==> config.mk <==
export PLATFORM = sky130hd
export DESIGN_NAME = ldpc_syn_check
export DESIGN_NICKNAME = d
export VERILOG_FILES = /design/src/rtl/ldpc_syn_pkg.sv /design/src/rtl/ldpc_hard_slicer.sv /design/src/rtl/ldpc_parity_eval.sv /design/src/rtl/ldpc_iter_ctrl.sv /design/src/rtl/ldpc_syn_check.sv
export SDC_FILE = /design/constraint.sdc
export NUM_CORES = 1
export LEC_CHECK = 0
export CAP_MARGIN = 5
export CORE_MARGIN = 4
export CORE_UTILIZATION = 32
export DETAILED_ROUTE_END_ITERATION = 12
export PLACE_DENSITY = 0.81
export SKIP_CTS_REPAIR_TIMING = 1
export SKIP_LAST_GASP = 1
export SLEW_MARGIN = 20
export SYNTH_ARGS = -nofsm -noshare
export SYNTH_HDL_FRONTEND = slang
export SYNTH_SLANG_ARGS = --single-unit
==> constraint.sdc <==
create_clock -name clk_i -period 2.6 [get_ports clk_i]
set_input_delay 0.52 -clock clk_i [delete_from_list [all_inputs] [get_ports clk_i]]
set_output_delay 0.52 -clock clk_i [all_outputs]
set_load 0.02 [all_outputs]
==> src/rtl/ldpc_syn_pkg.sv <==
package ldpc_syn_pkg;
  localparam int unsigned N_COLS = 12;
  localparam int unsigned N_ROWS = 6;
  // bit c of row r set: column c takes part in parity equation r
  localparam logic [N_ROWS-1:0][N_COLS-1:0] H_MASK = {
    12'hA44, 12'h511, 12'hC88, 12'h322, 12'h0F0, 12'h00F
  };
endpackage

==> src/rtl/ldpc_hard_slicer.sv <==
module ldpc_hard_slicer #(
  parameter int unsigned N = 12,
  parameter int unsigned W = 8
) (
  input  logic [N*W-1:0] post_i,
  output logic [N-1:0]   bits_o
);
  for (genvar c = 0; c < N; c++) begin : g_col
    // negative -> 1, zero or positive -> 0
    assign bits_o[c] = post_i[c*W + W - 1];
  end
endmodule

==> src/rtl/ldpc_parity_eval.sv <==
module ldpc_parity_eval #(
  parameter int unsigned N = 12,
  parameter int unsigned R = 6,
  parameter logic [R-1:0][N-1:0] H = '0
) (
  input  logic [N-1:0] bits_i,
  output logic [R-1:0] syn_o
);
  for (genvar r = 0; r < R; r++) begin : g_row
    assign syn_o[r] = ^(bits_i & H[r]);
  end
endmodule

==> src/rtl/ldpc_iter_ctrl.sv <==
module ldpc_iter_ctrl #(
  parameter int unsigned ITER_W = 5
) (
  input  logic              clk_i,
  input  logic              rst_ni,
  input  logic              step_i,
  input  logic              zero_i,
  input  logic [ITER_W-1:0] max_i,
  output logic              term_o,
  output logic              fail_o,
  output logic [ITER_W-1:0] iter_o
);
  logic [ITER_W-1:0] cnt_q;
  logic [ITER_W-1:0] nxt;
  logic              hit;

  assign nxt = cnt_q + 1'b1;
  assign hit = (nxt >= max_i);

  always_ff @(posedge clk_i or negedge rst_ni) begin
    if (!rst_ni) begin
      cnt_q  <= '0;
      term_o <= 1'b0;
      fail_o <= 1'b0;
      iter_o <= '0;
    end else if (step_i) begin
      term_o <= zero_i | hit;
      fail_o <= ~zero_i & hit;
      iter_o <= nxt;
      cnt_q  <= (zero_i | hit) ? '0 : nxt;
    end else begin
      term_o <= 1'b0;
      fail_o <= 1'b0;
    end
  end

  // counter can never reach all ones: the limit stops it first
  assert_cnt_bound_R7: assert property (@(posedge clk_i) disable iff (!rst_ni)
    cnt_q != '1);
endmodule

==> src/rtl/ldpc_syn_check.sv <==
module ldpc_syn_check
  import ldpc_syn_pkg::*;
#(
  parameter int unsigned W      = 8,
  parameter int unsigned ITER_W = 5
) (
  input  logic                  clk_i,
  input  logic                  rst_ni,
  input  logic                  valid_i,
  input  logic [ITER_W-1:0]     max_iter_i,
  input  logic [N_COLS*W-1:0]   post_i,
  output logic                  out_valid_o,
  output logic [N_COLS-1:0]     hard_o,
  output logic [N_ROWS-1:0]     syndrome_o,
  output logic                  syn_zero_o,
  output logic                  terminate_o,
  output logic                  fail_o,
  output logic [ITER_W-1:0]     iter_o
);
  logic [N_COLS-1:0] bits_d;
  logic [N_ROWS-1:0] syn_d;
  logic              zero_d;

  ldpc_hard_slicer #(.N(N_COLS), .W(W)) u_slice (
    .post_i (post_i),
    .bits_o (bits_d)
  );

  ldpc_parity_eval #(.N(N_COLS), .R(N_ROWS), .H(H_MASK)) u_parity (
    .bits_i (bits_d),
    .syn_o  (syn_d)
  );

  assign zero_d = ~|syn_d;

  ldpc_iter_ctrl #(.ITER_W(ITER_W)) u_iter (
    .clk_i  (clk_i),
    .rst_ni (rst_ni),
    .step_i (valid_i),
    .zero_i (zero_d),
    .max_i  (max_iter_i),
    .term_o (terminate_o),
    .fail_o (fail_o),
    .iter_o (iter_o)
  );

  always_ff @(posedge clk_i or negedge rst_ni) begin
    if (!rst_ni) begin
      out_valid_o <= 1'b0;
      hard_o      <= '0;
      syndrome_o  <= '0;
      syn_zero_o  <= 1'b0;
    end else begin
      out_valid_o <= valid_i;
      if (valid_i) begin
        hard_o     <= bits_d;
        syndrome_o <= syn_d;
        syn_zero_o <= zero_d;
      end
    end
  end

  assert_one_cycle_R4: assert property (@(posedge clk_i) disable iff (!rst_ni)
    out_valid_o == $past(valid_i));

  assert_term_with_valid_R5: assert property (@(posedge clk_i) disable iff (!rst_ni)
    terminate_o |-> out_valid_o);

  assert_iter_nonzero_R6: assert property (@(posedge clk_i) disable iff (!rst_ni)
    out_valid_o |-> iter_o != '0);

  assert_fail_cause_R7: assert property (@(posedge clk_i) disable iff (!rst_ni)
    fail_o |-> terminate_o && !syn_zero_o);

  assert_even_syndrome_R10: assert property (@(posedge clk_i) disable iff (!rst_ni)
    out_valid_o |-> ^syndrome_o == 1'b0);

  assert_clean_stops_R5: assert property (@(posedge clk_i) disable iff (!rst_ni)
    (out_valid_o && syn_zero_o) |-> (terminate_o && !fail_o));
endmodule

---- Word level (Yosys, flattened, before mapping) ----
Index checks and enable logic that the tools add are counted.
Widths: inputs -> output; s select.
storage, ports and cells
  register bits ........................... 32
  latch bits .............................. 0
  memory bits (writable) .................. 0
  memory bits (read-only) ................. 0
  input port bits ......................... 104
  output and inout port bits .............. 27
  logic and storage cells ................. 23
  memories kept ........................... 0
operators by class
  add/subtract/negate cells ............... 1
  multiply operators ...................... 0
  divide/modulo/power cells ............... 0
  magnitude comparators ................... 1
  equality and inequality tests ........... 0
  shift operators ......................... 0
  multiplexer cells ....................... 3
  bitwise gates (word level) .............. 2
  reduce and logical (&&, ||, !) cells .... 8
operators with widths
  operator             count
  $reduce_xor 12->1    6
  $reduce_or 6->1      1
  $add 5x1->5 const B  1
  $ge 5x5->1           1
  $mux 5               1
  $mux 1               2
  $and 1x1->1          1
  $logic_not 1->1      1
  $or 1x1->1           1

---- Longest topological paths before layout ----
  word-level depth ........................ 5
  mapped depth ............................ 8
  mapped depth without buffers ............ 8

---- Cells and area by module ----
Synthesis repeated with hierarchy kept, for this count alone.
unflattened totals
  cell total of the unflattened synthesis .. 135
  area, all modules ....................... 1652.8 um^2
by module, submodules not included
  module            instances  cells each  area an instance (um^2)  sequential area each (um^2)
  ldpc_syn_check    1          45          762.0                    500.5
  ldpc_iter_ctrl    1          60          643.1                    300.3
  ldpc_parity_eval  1          18          157.7                    0.0
  ldpc_hard_slicer  1          12          90.1                     0.0

---- Worst setup path before layout ----
OpenSTA, ideal clock, no wires.
  kind .................................... flip-flop to flip-flop
  from .................................... register u_iter.cnt_q[0]
  to ...................................... register u_iter.cnt_q[2]
  setup time .............................. 77 ps
  arrival ................................. 1794 ps
  data required time ...................... 2523 ps
  path slack .............................. 729 ps
  cell stages (with the launch flop) ...... 9
  buffers on the path ..................... 0
  path through ............................ dfrtp_1 ha_1 nand3_1 xnor2_1 ha_1 a21oi_1 o21ai_1 a211o_1 a21oi_1
between the ends
  word-level cells in the longest chain between the ends .. 4
RTL lines
  element                 RTL line              source
  from (decl)             ldpc_iter_ctrl.sv:13  logic [ITER_W-1:0] cnt_q;
  from (signal assigned)  ldpc_iter_ctrl.sv:30  cnt_q <= (zero_i | hit) ? '0 : nxt;
  $add 5x1->5             ldpc_iter_ctrl.sv:17  assign nxt = cnt_q + 1'b1;
  net u_iter.nxt[4]       ldpc_iter_ctrl.sv:14  logic [ITER_W-1:0] nxt;
  $ge 5x5->1              ldpc_iter_ctrl.sv:18  assign hit = (nxt >= max_i);
  $or 1x1->1              ldpc_iter_ctrl.sv:30
  $mux 5                  ldpc_iter_ctrl.sv:30
The timed path passes the listed nets, and every way through them passes these cells.
A chain may end at the register's enable or synchronous reset.

---- Final worst setup path ----
Same ends and word-level chain as after synthesis.

==> summary.md <==
| Metric | Value |
|---|---|
| Critical path peak fanout | 7 |
| Antenna violations before repair | 0 |
| PortBufs | 46 |
| Initial drt markers | 26 |
| Cell Area, Synth | 1520 µm² |
| Sum of routed wire length over all layers | around 3100 µm |
| Via-per-instance ratio | 4.71 |
| Path depth of the worst reg2reg path | 8 |
| Summed negative setup slack over all endpoints | 0 ns |
| Non-Filler Instances | 235 |
| Net switching share of the total power | roughly 34% |
| Synthesis warning total | 0 |
| Mean routed wirelength per cell | approximately 13 µm |
| TritonCTS clock tree | done |
| Wire length of the first global-routing pass | between 5000 and 6000 µm |
| Number of top-level pins | ~130 |
| Routed vias | 1106 |
| Maximum Capacitance Violations | 0 |
| Max-slew violation count | 0 |
| Unrepaired setup endpoints after global routing | no |
| Setup slack, reg-to-reg | 0.47 ns |
| Area growth from synthesis to layout | 41.0% |
| Post-synthesis area per instance | 11.5 µm² |
| Hold Crit Start | hard_o[0] |
| Hold crit path type | reg2reg |
| Global-route total usage across every layer | between 10 and 15% |
| Number of global-route vias before repair | 1112 |
| DIE AREA | approximately 6000 µm² |
| Critical R2R Capture | u_iter.cnt_q[2] |
| Hold path cells | 1 |
| Pleak | 0.911 nW |
| CTS buffer count | 5 |
| Final layout net count | roughly 290 |
| Final-report setup violation count | 0 |
| Buffer cell driving the clock tree root | sky130_fd_sc_hd__clkbuf_8 |
| Total gr overflow | 0 |
| Outcome | completed |
| Detail Route Antenna Nets | 0 |
| Detailed-router iteration count before antenna repair | 4 |
| Instance count of the mapped netlist | 132 |
| Post-synthesis sequential area ratio | 52.7% |
| Total power density per cell area | 818 nW/µm² |
| Nature of the critical path endpoint | register |
| Share of layout cells above drive strength 1 | a little over an eighth |
| Later-pin clock latency in the skew report | between 0.2 and 0.3 ns |
| Critical path data required time | 2.81 ns |
| Crit share post-route | 82.1% |
| DIE WIDTH | approximately 77 µm |
| Fmax | between 400 and 500 MHz |
| Final min period | 2.13 ns |
| Proportion of power drawn by combinational gates | 38.7% |
| Startpoint class of the critical path | register |
| Slew @ Worst Pin | 0.478 ns |
| Synthesized net count | 242 |
| Dpl cells | 227 |
| Clock slew at the register clock pins of the worst setup and hold paths | 0.07 ns |
| Proportion of power drawn by flip-flops and latches | 39.0% |
| Routability Congestion | 0.797 |
| Antenna cells | 0 |
| Total net switching power | 594 µW |
| FP Rows | 24 |
| Initial standard-cell utilization of the core | between 30% and 40% |
| Final hold violations | 0 |
| Buffers from clock root to sink, at most | 2 |
| Beginning of the worst register-to-register path | u_iter.cnt_q[0] |
| Post-DP HPWL | 2370 µm |
| Relative max-transition margin | 67.9% |
| Cell Int Power | 1.16 mW |
| Power share of the clock group | ~22% |
| Largest net degree at the start of global routing | between 40 and 50 |
| Deepest level of the CTS H-tree | 2 |
| Number of distinct standard cells referenced by the synthesized netlist | 25 |
| Worst hold path endpoint | hard_o[0] |
| Worst path arrival time | 2.34 ns |
| DIE HEIGHT | 76.9 µm |
| Num Clock Sinks | 32 |
| Worst IR drop on VDD | roughly 0.38 mV |
| DR DRC count | 0 |
| Placeable core region | between 4000 and 5000 µm² |
| FF+latch count, synth | 32 |
| Worst setup path start | u_iter.cnt_q[0] |
| Crit Path Class | reg2reg |
| Clock Skews | 0.00132 ns |
-- cell usage after synthesis (all sizes together) --
master / n / area, µm²
a211o: 1 / 8.76
nand2: 5 / 18.8
o32ai: 3 / 26.3
clkbuf: 1 / 3.75
nand4: 1 / 6.26
ha: 6 / 75.1
a21oi: 10 / 50.1
inv: 11 / 41.3
nand2b: 3 / 18.8
a21o: 1 / 7.51
buf: 4 / 18.8
nand3: 3 / 15.0
o21a: 1 / 7.51
xnor2: 20 / 175
mux2: 14 / 161
o21ai: 5 / 25.0
dfrtp: 32 / 801
o31ai: 1 / 7.51
and3: 1 / 6.26
xor2: 1 / 8.76
nor2: 8 / 37.5
-- metal layers --
| metal | share of wire (%) | vias to the layer above | wire length (µm) | GRT usage (%) |
|---|---|---|---|---|
| met1 | 44 | 511 | 1370 | 13.4 |
| met5 | 0 | - | 0 | 0 |
| li1 | - | 546 | - | - |
| met4 | 1.1 | 0 | 34 | 3.80 |
| met3 | 9.5 | 5 | 296 | 5.27 |
| met2 | 45 | 44 | 1420 | 17.0 |
-- power groups by stage --
stage	clock network [mW]	logic, mW	registers [mW]
floorplan	0	0.300	0.788
global placement	0	0.672	0.687
detailed placement	0	0.690	0.696
CTS	0.412	0.692	0.687
global route	0.432	0.745	0.699
finish	0.391	0.679	0.684
-- cells in the final DEF (no fill, tap or decap) --
| cell | n |
|---|---|
| sky130_fd_sc_hd__clkdlybuf4s50_1 | 46 |
| sky130_fd_sc_hd__buf_4 | 1 |
| sky130_fd_sc_hd__nand3_1 | 3 |
| sky130_fd_sc_hd__clkbuf_8 | 6 |
| sky130_fd_sc_hd__mux2_4 | 1 |
| sky130_fd_sc_hd__nand4_1 | 1 |
| sky130_fd_sc_hd__a211o_1 | 1 |
| sky130_fd_sc_hd__nand2_1 | 5 |
| sky130_fd_sc_hd__nor2_4 | 1 |
| sky130_fd_sc_hd__and3_1 | 1 |
| sky130_fd_sc_hd__o32ai_1 | 3 |
| sky130_fd_sc_hd__nor2_1 | 7 |
| sky130_fd_sc_hd__dfrtp_1 | 32 |
| sky130_fd_sc_hd__o21ai_0 | 4 |
| sky130_fd_sc_hd__o21a_1 | 1 |
| sky130_fd_sc_hd__inv_1 | 11 |
| sky130_fd_sc_hd__a21o_1 | 1 |
| sky130_fd_sc_hd__clkinv_2 | 2 |
| sky130_fd_sc_hd__o31ai_1 | 1 |
| sky130_fd_sc_hd__buf_12 | 1 |
| sky130_fd_sc_hd__ha_1 | 6 |
| sky130_fd_sc_hd__a21oi_1 | 10 |
| sky130_fd_sc_hd__nand2b_1 | 3 |
| sky130_fd_sc_hd__mux2_2 | 13 |
| sky130_fd_sc_hd__xnor2_1 | 20 |
| sky130_fd_sc_hd__xor2_1 | 1 |
| sky130_fd_sc_hd__o21ai_1 | 1 |
-- flip-flops by register name (all words and copies together), names as in the netlist --
name and flops:
hard_o 12, out_valid_o 1, syn_zero_o 1, syndrome_o 6, u_iter.cnt_q 5, u_iter.fail_o 1, u_iter.iter_o 5, u_iter.term_o 1
-- worst max-delay path by stage --
stage / to / slack [ns]
after floorplan: u_iter.cnt_q[2] / 0.73
after global routing: u_iter.cnt_q[2] / 0.25
after CTS: u_iter.cnt_q[2] / 0.42
final: u_iter.cnt_q[2] / 0.47
after global placement: u_iter.cnt_q[2] / 0.27
after detailed placement: u_iter.cnt_q[2] / 0.23
-- critical path: stages, from the launching register on --
cell,delay [ns]
sky130_fd_sc_hd__dfrtp_1,0.43
sky130_fd_sc_hd__ha_1,0.25
sky130_fd_sc_hd__nand3_1,0.11
sky130_fd_sc_hd__xnor2_1,0.22
sky130_fd_sc_hd__ha_1,0.29
sky130_fd_sc_hd__a21oi_1,0.12
sky130_fd_sc_hd__o21ai_1,0.19
sky130_fd_sc_hd__a211o_1,0.34
sky130_fd_sc_hd__a21oi_1,0.12
-- final cells by class --
type / instances / area (µm²)
well taps: 52 / 65.1
fillers: 424 / 2330
repair buffers: 48 / 488
clock inverters: 2 / 10.0
multi-input cells: 84 / 656
flip-flops and latches: 32 / 801
inverters: 11 / 41.3
clock buffers: 6 / 82.6
-- kinds of logic (layout without fill, tap and decap cells) --
| group | count (synthesis) | in the layout | synth area share, % |
|---|---|---|---|
| AND/OR/NAND/NOR | 21 | 21 | 6.75 |
| adder cells (fa/ha/maj) | 6 | 6 | 4.94 |
| XOR/XNOR | 21 | 21 | 12.1 |
| buffers and inverters | 16 | 67 | 4.20 |
| AO/OA/AOI/OAI | 22 | 22 | 8.73 |
| flip-flops | 32 | 32 | 52.7 |
| multiplexers | 14 | 14 | 10.6 |
-- metrics by stage --
step / util, % / power [mW] / cell area (µm²) / setup WS, ns / hold slack, ns
after floorplan: - / 1.09 / 1520 / 0.729 / 0.224
after global placement: 45.8 / 1.36 / 2050 / 0.270 / 0.488
after detailed placement: 45.8 / 1.39 / 2050 / 0.230 / 0.498
after CTS: 47.9 / 1.79 / 2140 / 0.422 / 0.514
after global routing: 47.9 / 1.88 / 2140 / 0.247 / 0.526
final: 47.9 / 1.75 / 2140 / 0.465 / 0.505
Note: power is estimated with default switching activity, not from simulation.
